--- src/rtl/smb_txn_seq.sv ---
module smb_txn_seq #(
  parameter int DEPTH = 34,
  localparam int CW = $clog2(DEPTH + 1),
  localparam int IW = (DEPTH > 1) ? $clog2(DEPTH) : 1
) (
  input  logic             clk,
  input  logic             rst,
  input  logic             ev_start_wr,
  input  logic             ev_start_rd,
  input  logic             ev_stop,
  input  logic             ev_nack,
  input  logic             wr_valid,
  input  logic [7:0]       wr_byte,
  input  logic             rd_req,
  input  logic             be_present,
  input  logic [7:0]       be_data,
  output logic             be_req,
  output logic             rd_valid,
  output logic [7:0]       rd_byte,
  output logic             quick_pulse,
  output logic             quick_dir,
  output logic             commit_pulse,
  output logic [CW-1:0]    commit_len,
  output logic [DEPTH*8-1:0] commit_data,
  output logic             err_pulse
);

  typedef enum logic [2:0] {ST_IDLE, ST_WR, ST_RD, ST_DONE, ST_CONF} st_t;

  st_t           state_q, st_n;
  logic [CW-1:0] cnt_q, cnt_n, cnt_eff;
  logic [7:0]    buf_q [DEPTH];
  logic          append, q_n, dir_n, c_n, e_n, rv_n;
  logic [CW-1:0] len_n;
  logic [7:0]    rb_n;
  logic          other_ev;

  assign append   = wr_valid && state_q == ST_WR && cnt_q < CW'(DEPTH);
  assign cnt_eff  = cnt_q + CW'(append);
  assign other_ev = ev_stop || ev_start_rd || ev_start_wr || ev_nack;
  assign be_req   = rd_req && !other_ev && state_q == ST_RD;

  always_comb begin
    st_n  = state_q;
    cnt_n = cnt_eff;
    q_n   = 1'b0;
    dir_n = 1'b0;
    c_n   = 1'b0;
    len_n = commit_len;
    e_n   = wr_valid && !append;
    rv_n  = 1'b0;
    rb_n  = rd_byte;
    if (ev_stop) begin
      st_n  = ST_IDLE;
      cnt_n = '0;
      if (cnt_eff == '0) begin
        if (state_q == ST_WR || state_q == ST_RD) begin
          q_n   = 1'b1;
          dir_n = (state_q == ST_RD);
        end
      end else if (state_q == ST_WR) begin
        c_n   = 1'b1;
        len_n = cnt_eff;
      end else if (state_q == ST_RD) begin
        e_n = 1'b1;
      end
    end else if (ev_start_rd) begin
      if (state_q == ST_IDLE) begin
        st_n = ST_RD;
      end else if (state_q == ST_WR && cnt_eff != '0) begin
        c_n   = 1'b1;
        len_n = cnt_eff;
        st_n  = ST_RD;
      end else begin
        st_n = ST_CONF;
        e_n  = 1'b1;
      end
    end else if (ev_start_wr) begin
      if (state_q == ST_IDLE) begin
        st_n = ST_WR;
      end else begin
        st_n = ST_CONF;
        e_n  = 1'b1;
      end
    end else if (ev_nack) begin
      if (state_q == ST_RD || state_q == ST_DONE) begin
        st_n = ST_DONE;
      end else begin
        st_n = ST_CONF;
        e_n  = 1'b1;
      end
    end else if (rd_req) begin
      rv_n = 1'b1;
      if (state_q == ST_RD) begin
        rb_n = be_present ? be_data : 8'hFF;
      end else begin
        rb_n = 8'hFF;
        st_n = ST_CONF;
        e_n  = 1'b1;
      end
    end
  end

  always_ff @(posedge clk) begin
    if (rst) begin
      state_q      <= ST_IDLE;
      cnt_q        <= '0;
      quick_pulse  <= 1'b0;
      quick_dir    <= 1'b0;
      commit_pulse <= 1'b0;
      commit_len   <= '0;
      err_pulse    <= 1'b0;
      rd_valid     <= 1'b0;
      rd_byte      <= 8'hFF;
    end else begin
      state_q      <= st_n;
      cnt_q        <= cnt_n;
      quick_pulse  <= q_n;
      quick_dir    <= dir_n;
      commit_pulse <= c_n;
      commit_len   <= len_n;
      err_pulse    <= e_n;
      rd_valid     <= rv_n;
      rd_byte      <= rb_n;
    end
  end

  always_ff @(posedge clk) begin
    if (append) buf_q[cnt_q[IW-1:0]] <= wr_byte;
  end

  for (genvar i = 0; i < DEPTH; i++) begin : g_out
    assign commit_data[8*i +: 8] = buf_q[i];
  end

  a_r1_reset_idle: assert property (@(posedge clk)
    rst |=> (state_q == ST_IDLE && cnt_q == '0 && !err_pulse && !commit_pulse));

  a_r5_stop_to_idle: assert property (@(posedge clk) disable iff (rst)
    ev_stop |=> (state_q == ST_IDLE && cnt_q == '0));

  a_r5_conf_sticky: assert property (@(posedge clk) disable iff (rst)
    (state_q == ST_CONF && !ev_stop) |=> state_q == ST_CONF);

  a_r4_quick_after_stop: assert property (@(posedge clk) disable iff (rst)
    quick_pulse |-> (state_q == ST_IDLE && cnt_q == '0 && !commit_pulse));

  a_r9_commit_nonempty: assert property (@(posedge clk) disable iff (rst)
    commit_pulse |-> commit_len != '0);

  a_r8_cnt_bound: assert property (@(posedge clk) disable iff (rst)
    cnt_q <= CW'(DEPTH));

  a_r7_req_only_in_read: assert property (@(posedge clk) disable iff (rst)
    be_req |-> (state_q == ST_RD && rd_req));

endmodule

--- config.mk ---
export PLATFORM = sky130hd
export DESIGN_NAME = smb_txn_seq
export DESIGN_NICKNAME = d
export VERILOG_FILES = /design/src/rtl/smb_txn_seq.sv
export SDC_FILE = /design/constraint.sdc
export NUM_CORES = 1
export LEC_CHECK = 0
export ABC_AREA = 1
export BUFFER_PORTS_ARGS = -buffer_cell sky130_fd_sc_hd__buf_2
export CAP_MARGIN = 0
export CELL_PAD_IN_SITES_DETAIL_PLACEMENT = 0
export CELL_PAD_IN_SITES_GLOBAL_PLACEMENT = 1
export CORE_UTILIZATION = 40
export CTS_BUF_LIST = sky130_fd_sc_hd__clkbuf_4 sky130_fd_sc_hd__clkbuf_8 sky130_fd_sc_hd__clkbuf_16
export DETAILED_ROUTE_END_ITERATION = 8
export PLACE_DENSITY_LB_ADDON = 0.1
export SLEW_MARGIN = 20
export SYNTH_ARGS = -nofsm -noshare
export SYNTH_HDL_FRONTEND = slang
export SYNTH_SLANG_ARGS = --single-unit
--- constraint.sdc ---
create_clock -name clk -period 6.1 [get_ports clk]
set_input_delay 0.915 -clock clk [delete_from_list [all_inputs] [get_ports clk]]
set_output_delay 0.915 -clock clk [all_outputs]
set_load 0.02 [all_outputs]
==> results of run 1 <==
==> sequential cells by signal, summed over array words and instances (netlist names) <==
register      count
quick_pulse       1
commit_pulse      1
buf_q           272
commit_len        6
err_pulse         1
rd_valid          1
cnt_q             6
rd_byte           8
quick_dir         1
state_q           3
==> worst max-delay path by stage <==
stage          slack (ns)  cells after the start       endpoint
4_1_cts              3.05                      5         be_req
6_report             3.07                      5         be_req
5_1_grt              2.90                     17  commit_len[5]
3_3_place_gp         3.08                      5         be_req
3_5_place_dp         3.06                      5         be_req
2_1_floorplan        3.36                      4         be_req
==> per-layer routing <==
metal  wire length (microns)  global-route usage
met1                    9570               0.235
met2                   12700               0.349
met3                    1640              0.0446
met4                     670              0.0592
met5                       0                   0
==> worst register-to-register path, stage by stage, from the launching register on <==
cell	delay, ns
dfxtp_1	0.41
nor2_1	0.25
nand2_1	0.15
nand2_1	0.10
nand3_1	0.22
inv_1	0.12
ha_1	0.19
ha_1	0.23
inv_1	0.05
nand2_1	0.07
nand2_1	0.08
nor2_1	0.09
nand3_1	0.11
or2_4	0.28
nand3_4	0.16
o21ai_0	0.11
and2_1	0.14
==> kinds of logic (layout without fill, tap and decap cells) <==
kind of cell,after synthesis,after routing,share of synthesized area
DFF,300,300,0.902
and+or+nand+nor,117,117,0.0524
buffers and inverters,43,408,0.0191
AOI/OAI and AO/OA,35,35,0.0242
adders and majority gates,2,2,0.00258
==> layout make-up <==
class                      count  area (sq um)  area share
clock inverter                24           307      0.0241
sequential                   300          8730       0.688
clock buffer                  32           766      0.0603
multi-input combinational    154           778      0.0613
tap                          319           399      0.0314
inverter                      36           135      0.0106
timing repair buffer         316          1580       0.125
==> stage by stage <==
stage | setup slack, ns | instances | utilization | area [sq um]
after floorplan | 3.36 | 497 | - | 9680
after detailed placement | 3.06 | 1125 | 0.492 | 11600
final | 3.07 | 1181 | 0.538 | 12700
after global routing | 2.90 | 1181 | 0.538 | 12700
after global placement | 3.08 | 1125 | 0.492 | 11600
after CTS | 3.05 | 1181 | 0.538 | 12700
==> power groups by stage <==
stage,sequential (uW),clock [uW],combinational [uW]
final,2250,1960,72.9
after global routing,2240,2070,80.7
after CTS,2250,1990,75.3
after detailed placement,2290,0,75.1
after global placement,2290,0,73.5
after floorplan,2290,0,18.2
==> cells in the mapped netlist <==
library cell / number / area, sq um
or2_2: 2 / 12.5
or2_4: 1 / 8.76
buf_4: 2 / 15.0
edfxtp_1: 272 / 8170
nand2_1: 36 / 135
o211ai_1: 1 / 7.51
a31oi_1: 9 / 56.3
ha_1: 2 / 25.0
nand3_1: 13 / 65.1
nand3_4: 1 / 17.5
nor2_1: 52 / 195
clkbuf_1: 3 / 11.3
nand2_2: 2 / 12.5
nor2_2: 1 / 6.26
dfxtp_1: 28 / 561
buf_12: 1 / 20.0
buf_1: 1 / 3.75
a211o_1: 8 / 70.1
nor4_1: 2 / 12.5
a21oi_1: 3 / 15.0
and2_1: 3 / 18.8
nand4_1: 2 / 12.5
o21ai_0: 4 / 20.0
inv_1: 35 / 131
inv_2: 1 / 3.75
nor3_1: 2 / 10.0
o21ai_1: 6 / 30.0
a21oi_2: 4 / 35.0
==> impl_results.md, run 1 <==
* Syn_area_per_cell at 19.5 sq um
* Std cell rows at 56
* Share of layout cells above drive strength 1 at 0.439
* NumNets Final at 865
* WHS Path Cells at 2
* DRT Pass-1 Iters at 4
* CP startpoint: ev_start_rd
* Worst reg2reg path depth at 16
* Crit path time final at about 3.0 ns
* First-pass GRT wire length at around 35000 microns
* Vias in the first global route at 5441
* Core region area at around 24000 sq um
* Clock Tree Buf Depth at 3
* Switching power at 817 uW
* Initial antenna violation count at 0
* Tcrit/Tclk final at 0.497
* Pint at 3460 uW
* Achievable Freq at 0.330 GHz
* Combinational share of power at 0.017
* Internal reg-to-reg setup slack at roughly 3.2 ns
* Die height at 158 microns
* DRC at 0
* Clock power share at 0.458
* Register area share after synthesis at 0.902
* Gr usage total at 0.196
* Port Buffers at between 300 and 400
* Die Footprint at 24800 sq um
* Slew Viols, Final at 0
* Total global routing overflow at 0
* Max-cap violations at 0
* Final total power at 4280 uW
* Worst Path Buf+Inv at 2
* Post-CTS Setup Inserts at 0
* Crit-path cells: buf_2 -> nor2_1 -> nand4_1 -> nor2_1 -> buf_2
* CP max stage delay at 0.53 ns
* FILL cells at between 1500 and 2000
* Antenna diodes at 0
* Seq pwr share at 0.525
* Clk sink count at 300
* Clock Skew at 0.0274 ns
* Slew margin rel. at 0.336
* Worst Path Arrival at between 2 and 2.5 ns
* Pleak at 0.00485 uW
* Vias at around 5600
* CP max-delay cell: nand4_1
* Cells after synthesis at 497
* Maximum vdd drop at ~0.17 mV
* WP data required at 5.18 ns
* CTS buffer count at 30
* Vias per cell at 4.72
* Worst Setup Path Type: input pin to output port
* WHS at 0.458 ns
* Cell Area, Synth at 9680 sq um
* Hold Crit Start: commit_len[2]
* Detail Route Antenna Nets at 0
* DR WL/cell at 20.8 microns
* Initial core utilization at 0.410
* Pwr/cell area at 337 nW/um^2
* Area delta synth->final at 31.2%
* CTS tree: done
* Buffer type at the clock tree root: clkbuf_16
* Syn. warnings at 0
* Commonest cells after routing, fill and taps aside: buf_2, edfxtp_1, nor2_1
* Crit-path max FO at 18
* Htree depth at 1
* TNS Setup at 0 ns
* # setup viols final at 0
* Die X at 158 microns
* Starting DRT DRC Count at 303
* Crit start category: input pin
* IO Count at 317
* Hold Path Class: register to register
* Unique masters post-synth at 28
* Synthesized flop and latch total at 300
* WL final at 24600 microns
* Run status: finished clean
* Critical path's top delay family: simple AND/OR/NAND/NOR gates
* Syn Nets at between 500 and 600
* Reg2reg end: commit_len[5]
* Switching share of power at 0.191
* Clock-pin slew on the worst setup and hold paths at 0.06 ns
* Reg2Reg Launch Point: cnt_q[2]
* Crit. End Element: output port
* Largest net degree at the start of global routing at 35
* Tightest Pin Transition at 0.988 ns
* RSZ-0062 raised after global routing: false
* RePlAce Congestion at 0.774
* Clock latency on the worst-skew pair at 0.56 ns
* Hold Path Sink: commit_len[2]
* Final hold vios at 0
* Number of gates resized after CTS at 0
* Post-DP HPWL at 16100 microns
* Cts hold-fix bufs at 0
* Commonest non-fill, non-tap cell in the layout: buf_2
(Power assumes the default switching activity.)
==> run 2, diff against run 1 <==
Settings changed: CORE_UTILIZATION 40 to 37.
Clock period 6.1 ns to 2.58 ns, I/O delays scaled along.
==> run 2 against run 1 <==
Cell area grew 2.9%. Via count grew 1.9%. Global-route usage shrank 1.4 points. Sequential share of layout area shrank 2.0 points. Non-clock buffer count grew 43. Utilization shrank 2.3 points. Combinational power grew 150%. First-iteration DRC count grew 49%. Flip-flop and latch count is the same. Sequential power grew 140%. Power grew 140%. Wire length grew 1.6%. Critical path type is now register to register. Highest routed layer unchanged.
==> impl_results.md, run 2 (synthesized netlist as in run 1, its figures left out) <==
* Run status: finished clean (unchanged)
* Starting DRT DRC Count at 450 (was 303)
* DRC at 0 (unchanged)
* Commonest non-fill, non-tap cell in the layout: buf_2 (unchanged)
* Clock-pin slew on the worst setup and hold paths at 0.06 ns (about the same)
* Die height at 164 microns (was 158 microns)
* Die Footprint at 26800 sq um (was 24800 sq um)
* Maximum vdd drop at 0.634 mV (was 0.171 mV)
* WP data required at 3.01 ns (was 5.18 ns)
* CTS tree: done (unchanged)
* Final total power at 10200 uW (was 4280 uW)
* Port Buffers at 316 (unchanged)
* Tcrit/Tclk final at 0.904
* Gr usage total at 0.182 (was 0.196)
* IO Count at 317 (unchanged)
* Cts hold-fix bufs at 0 (unchanged)
* Vias in the first global route at 5530 (was 5441)
* Pint at 8270 uW (was 3460 uW)
* Seq pwr share at 0.523 (was 0.525)
* Max-cap violations at 0 (unchanged)
* Crit-path max FO at 12 (was 18)
* Crit. End Element: register (was output port)
* Crit start category: register (was input pin)
* Slew margin rel. at 0.414 (was 0.336)
* Detail Route Antenna Nets at 0 (unchanged)
* Post-route cell area at 13100 sq um (was 12700 sq um)
* Largest net degree at the start of global routing at 35 (unchanged)
* Clock power share at 0.460 (was 0.458)
* Clk sink count at 300 (unchanged)
* WL final at 25000 microns (was 24600 microns)
* Flip-flop count of the largest register after layout at 272 (unchanged)
* Tightest Pin Transition at 0.879 ns (was 0.988 ns)
* Buffer type at the clock tree root: clkbuf_16 (unchanged)
* Switching share of power at 0.186 (was 0.191)
* Vias at 5687 (was 5579)
* Clock latency on the worst-skew pair at 0.54 ns (was 0.56 ns)
* Final hold vios at 0 (unchanged)
* First-pass GRT wire length at 35600 microns (was 35000 microns)
* Htree depth at 1 (unchanged)
* Setup WS post-layout at 0.248 ns (was 3.07 ns)
* Post-DP HPWL at 16200 microns (was 16100 microns)
* Antenna diodes at 0 (unchanged)
* CTS buffer count at 30 (unchanged)
* Placement Cell Area at 11900 sq um (was 11600 sq um)
* Initial antenna violation count at 0 (unchanged)
* Pleak at 0.00509 uW (was 0.00485 uW)
* DR WL/cell at 20.2 microns (was 20.8 microns)
* Hold Path Class: input pin to register (was register to register)
* Worst Setup Path Type: register to register (was input pin to output port)
* Combinational share of power at 0.018 (was 0.017)
* Pwr/cell area at 778 nW/um^2 (was 337 nW/um^2)
* Worst Path Arrival at 2.76 ns (was 2.12 ns)
* Area delta synth->final at 35.0% (was 31.2%)
* Reg2Reg Launch Point: cnt_q[2] (unchanged)
* Internal reg-to-reg setup slack at 0.25 ns (was 3.23 ns)
* Vias per cell at 4.60 (was 4.72)
* Worst slack at placement at 0.165 ns (was 3.06 ns)
* Clock Tree Buf Depth at 3 (unchanged)
* Die X at 164 microns (was 158 microns)
* Core region area at 25400 sq um (was 23600 sq um)
* Switching power at 1890 uW (was 817 uW)
* Std cell rows at 58 (was 56)
* # setup viols final at 0 (unchanged)
* Initial core utilization at 0.381 (was 0.410)
* Share of layout cells above drive strength 1 at 0.473 (was 0.439)
* Total global routing overflow at 0 (unchanged)
* Crit path time final at around 2.3 ns
* Commonest cells after routing, fill and taps aside: buf_2, edfxtp_1, nor2_1 (unchanged)
* Clock Skew at 0.00863 ns (was 0.0274 ns)
* CP startpoint: cnt_q[2] (was ev_start_rd)
* Slew Viols, Final at 0 (unchanged)
* NumNets Final at 908 (was 865)
* DRT Pass-1 Iters at 4 (unchanged)
* Hold Crit Start: ev_stop (was commit_len[2])
* Achievable Freq at around 0.43 GHz
* RePlAce Congestion at 0.819 (was 0.774)
[run 2: cell type report]
| type | count | area, sq um |
|---|---|---|
| Inverter | 36 | 135 |
| Clock buffer | 35 | 806 |
| Multi-Input combinational cell | 154 | 796 |
| Sequential cell | 300 | 8730 |
| Clock inverter | 21 | 285 |
| Tap cell | 330 | 413 |
| Fill cell | 2214 | 12300 |
| Timing Repair Buffer | 359 | 1900 |
[run 2: worst paths after layout]
| check | to | cells after the start |
|---|---|---|
| setup / recovery | commit_len[5] | 16 |
| hold / removal | err_pulse | 3 |
| setup reg to reg | commit_len[5] | 16 |
| hold reg to reg | commit_len[0] | 2 |
[run 2: through the flow]
stage                     setup TNS (ns)  hold slack, ns  utilization  std cells
after floorplan                        0           0.471            -        497
after global placement                 0           0.441        0.470       1177
after detailed placement               0           0.444        0.470       1177
after CTS                              0           0.118        0.513       1233
after global routing             -0.0159           0.168        0.514       1235
final                                  0           0.152        0.514       1235
[run 2: worst max-delay path: stages (launching register included)]
cell,delay [ns]
dfxtp_1,0.32
nor2_2,0.15
nand2_1,0.13
nand2_1,0.08
nand3_1,0.08
inv_1,0.08
ha_1,0.22
ha_4,0.17
inv_1,0.04
nand2_1,0.07
nand2_1,0.08
nor2_1,0.09
nand3_1,0.10
or2_4,0.27
nand3_4,0.13
o21ai_0,0.09
and2_1,0.13
[run 2: what timing repair did]
action	in CTS	in global routing
setup endpoints to repair	0	15
gates resized for setup	0	4
buffers inserted	0	2
[run 2: per-layer routing]
metal / track usage / vias up / wire length (microns) / part of all wire
li1: - / 2618 / - / -
met1: 0.243 / 2815 / 10600 / 0.42
met2: 0.312 / 235 / 12500 / 0.50
met3: 0.0321 / 19 / 1680 / 0.067
met4: 0.0370 / 0 / 249 / 0.010
met5: 0 / - / 0 / 0
[run 2: power by group through the flow]
stage	Clock (uW)	Combinational [uW]	Sequential [uW]
5_1_grt	4960	200	5310
6_report	4670	179	5310
4_1_cts	4760	185	5310
2_1_floorplan	0	43.0	5420
3_5_place_dp	0	184	5410
3_3_place_gp	0	182	5410
==> run 3, diff against run 2 <==
Settings changed: CORE_UTILIZATION 37 to 40.
Clock period 2.58 ns to 2.47 ns, I/O delays scaled along.
==> run 3 against run 2 <==
Utilization up 3.6 points. First-iteration DRC count down 38%. Power grew 0.45%. Via count is 0.86% higher. Register-to-register slack lost 0.09 ns. Cell count is 0.65% lower. Largest cell class unchanged. Largest power group unchanged.
==> impl_results.md, run 3 (synthesized netlist as in run 1, its figures left out) <==
* Initial antenna violation count at 0 (unchanged)
* Hold Path Class: input pin to register (unchanged)
* Hold Path Sink: err_pulse (unchanged)
* Flip-flop count of the largest register after layout at 272 (unchanged)
* Total global routing overflow at 0 (unchanged)
* Cts hold-fix bufs at 0 (unchanged)
* TNS Setup at 0 ns (unchanged)
* Commonest cells after routing, fill and taps aside: buf_2, edfxtp_1, nor2_1 (unchanged)
* Crit-path most repeated cell: nand2_1 (unchanged)
* First-pass GRT wire length at 33500 microns (was 35600 microns)
* Critical path's top delay family: simple AND/OR/NAND/NOR gates (unchanged)
* Crit-path max FO at 6 (was 12)
* Initial core utilization at 0.410 (was 0.381)
* Worst Path Buf+Inv at 3 (was 2)
* Worst Path Arrival at 2.74 ns (was 2.76 ns)
* DR WL/cell at 19.4 microns (was 20.2 microns)
* Area taken by multi-input logic gates at 793 sq um (was 796 sq um)
* Reg2reg end: commit_len[1] (was commit_len[5])
* Clock-pin slew on the worst setup and hold paths at 0.06 ns (about the same)
* Vias at 5736 (was 5687)
* Worst reg2reg path depth at 15 (was 16)
* WHS Path Cells at 3 (unchanged)
* WP data required at 2.90 ns (was 3.01 ns)
* IO Count at 317 (unchanged)
* Post-route cell area at 13000 sq um (was 13100 sq um)
* WHS at 0.115 ns (was 0.152 ns)
* Post-layout util at 0.550 (was 0.514)
* Die height at 158 microns (was 164 microns)
* Reg2Reg Launch Point: cnt_q[4] (was cnt_q[2])
* FILL cells at 1895 (was 2214)
* CTS buffer count at 30 (unchanged)
* Vias in the first global route at 5482 (was 5530)
* Crit. End Element: register (unchanged)
* Post-DP HPWL at 15800 microns (was 16200 microns)
* Worst Setup Path Type: register to register (unchanged)
* Max-cap violations at 0 (unchanged)
* Buffer type at the clock tree root: clkbuf_16 (unchanged)
* Run status: finished clean (unchanged)
* Port Buffers at 316 (unchanged)
* Antenna diodes at 0 (unchanged)
* WL final at 23800 microns (was 25000 microns)
* Share of layout cells above drive strength 1 at 0.476 (was 0.473)
* Placement Cell Area at 12000 sq um (was 11900 sq um)
* Core region area at 23600 sq um (was 25400 sq um)
* Crit start category: register (unchanged)
* Crit-path cells: nor2_1 -> nand2_1 -> nand2_1 -> nand3_1 -> inv_1 -> ha_2 -> ha_2 -> inv_1 -> nand2_1 -> nor2_1 -> nand3_1 -> or2_4 -> nand3_2 -> buf_4 -> a21oi_2 (was nor2_2 -> nand2_1 -> nand2_1 -> nand3_1 -> inv_1 -> ha_1 -> ha_4 -> inv_1 -> nand2_1 -> nand2_1 -> nor2_1 -> nand3_1 -> or2_4 -> nand3_4 -> o21ai_0 -> and2_1)
* Crit path time final at 2.31 ns (was 2.33 ns)
* Std cell rows at 56 (was 58)
* Detail Route Antenna Nets at 0 (unchanged)
* Clock Tree Buf Depth at 3 (unchanged)
* Register area at 8730 sq um (unchanged)
* Htree depth at 1 (unchanged)
* Vias per cell at 4.67 (was 4.60)
* Gr usage total at 0.185 (was 0.182)
* Die Footprint at 24800 sq um (was 26800 sq um)
* Largest net degree at the start of global routing at 35 (unchanged)
* Die X at 158 microns (was 164 microns)
* NumNets Final at 914 (was 908)
* Slew margin rel. at 0.436 (was 0.414)
* Maximum vdd drop at 0.402 mV (was 0.634 mV)
* Final hold vios at 0 (unchanged)
* Commonest non-fill, non-tap cell in the layout: buf_2 (unchanged)
* CTS tree: done (unchanged)
* Tightest Pin Transition at 0.847 ns (was 0.879 ns)
* Cell Count, Final, Fillers Out at 1227 (was 1235)
* Clock latency on the worst-skew pair at 0.54 ns (about the same)
* Tcrit/Tclk final at 0.935 (was 0.904)
* DRC at 0 (unchanged)
* Dpl cells at 1170 (was 1177)
* CP max stage delay at 0.33 ns (was 0.32 ns)
* Internal reg-to-reg setup slack at 0.16 ns (was 0.25 ns)
* CP max-delay cell: dfxtp_1 (unchanged)
* DRT Pass-1 Iters at 4 (unchanged)
* Pwr/cell area at 785 nW/um^2 (was 778 nW/um^2)
* Pleak at 0.00507 uW (was 0.00509 uW)
* Hold Crit Start: ev_stop (unchanged)
* Starting DRT DRC Count at 279 (was 450)
* # setup viols final at 0 (unchanged)
* Achievable Freq at 0.433 GHz (was 0.429 GHz)
* Clk sink count at 300 (unchanged)
* Area delta synth->final at 34.3% (was 35.0%)
* Slew Viols, Final at 0 (unchanged)
* RePlAce Congestion at 0.792 (was 0.819)
* RSZ-0062 raised after global routing: false
* Clock Skew at 0.0110 ns (was 0.00863 ns)
-- run 3: power by group --
part | switching, uW | total [uW] | internal (uW)
registers | 5.78 | 5550 | 5540
clock network | 1790 | 4480 | 2690
logic | 145 | 183 | 38.2
-- run 3: tightest hold or removal path, delay by kind of cell --
kind          cells  cell delay [ns]
simple gates      2             0.14
buf+inv           1             0.11
-- run 3: layout make-up --
cell class	instances	area share
clock buffer	38	0.0638
tap	319	0.0307
sequential	300	0.671
inverter	36	0.0104
timing repair buffer	364	0.149
clock inverter	15	0.0132
multi-input combinational	155	0.0610
-- run 3: how the worst max path moves through the flow --
stage	start	to	slack (ns)	cells past startpoint
global placement	cnt_q[4]	commit_len[5]	0.21	16
detailed placement	cnt_q[4]	commit_len[5]	0.16	16
floorplan	cnt_q[2]	commit_len[3]	0.08	18
finish	cnt_q[4]	commit_len[1]	0.16	15
global route	cnt_q[4]	commit_len[5]	0.007	16
CTS	cnt_q[4]	commit_len[3]	0.12	17
-- run 3: metrics by stage --
stage | power, uW | setup WS (ns)
2_1_floorplan | 5710 | 0.0797
3_3_place_gp | 5840 | 0.210
3_5_place_dp | 5840 | 0.159
4_1_cts | 10300 | 0.124
5_1_grt | 10500 | 0.00665
6_report | 10200 | 0.161
-- run 3: timing repair --
action | CTS | global route
resized for setup | 0 | 3
setup buffers | 0 | 3
endpoints found under the hold margin | 0 | 0
setup endpoints to repair | 0 | 7
-- run 3: layer usage --
layer | wire, microns | track usage
met1 | 9250 | 0.218
met2 | 12200 | 0.331
met3 | 1610 | 0.0421
met4 | 703 | 0.0675
met5 | 0 | 0
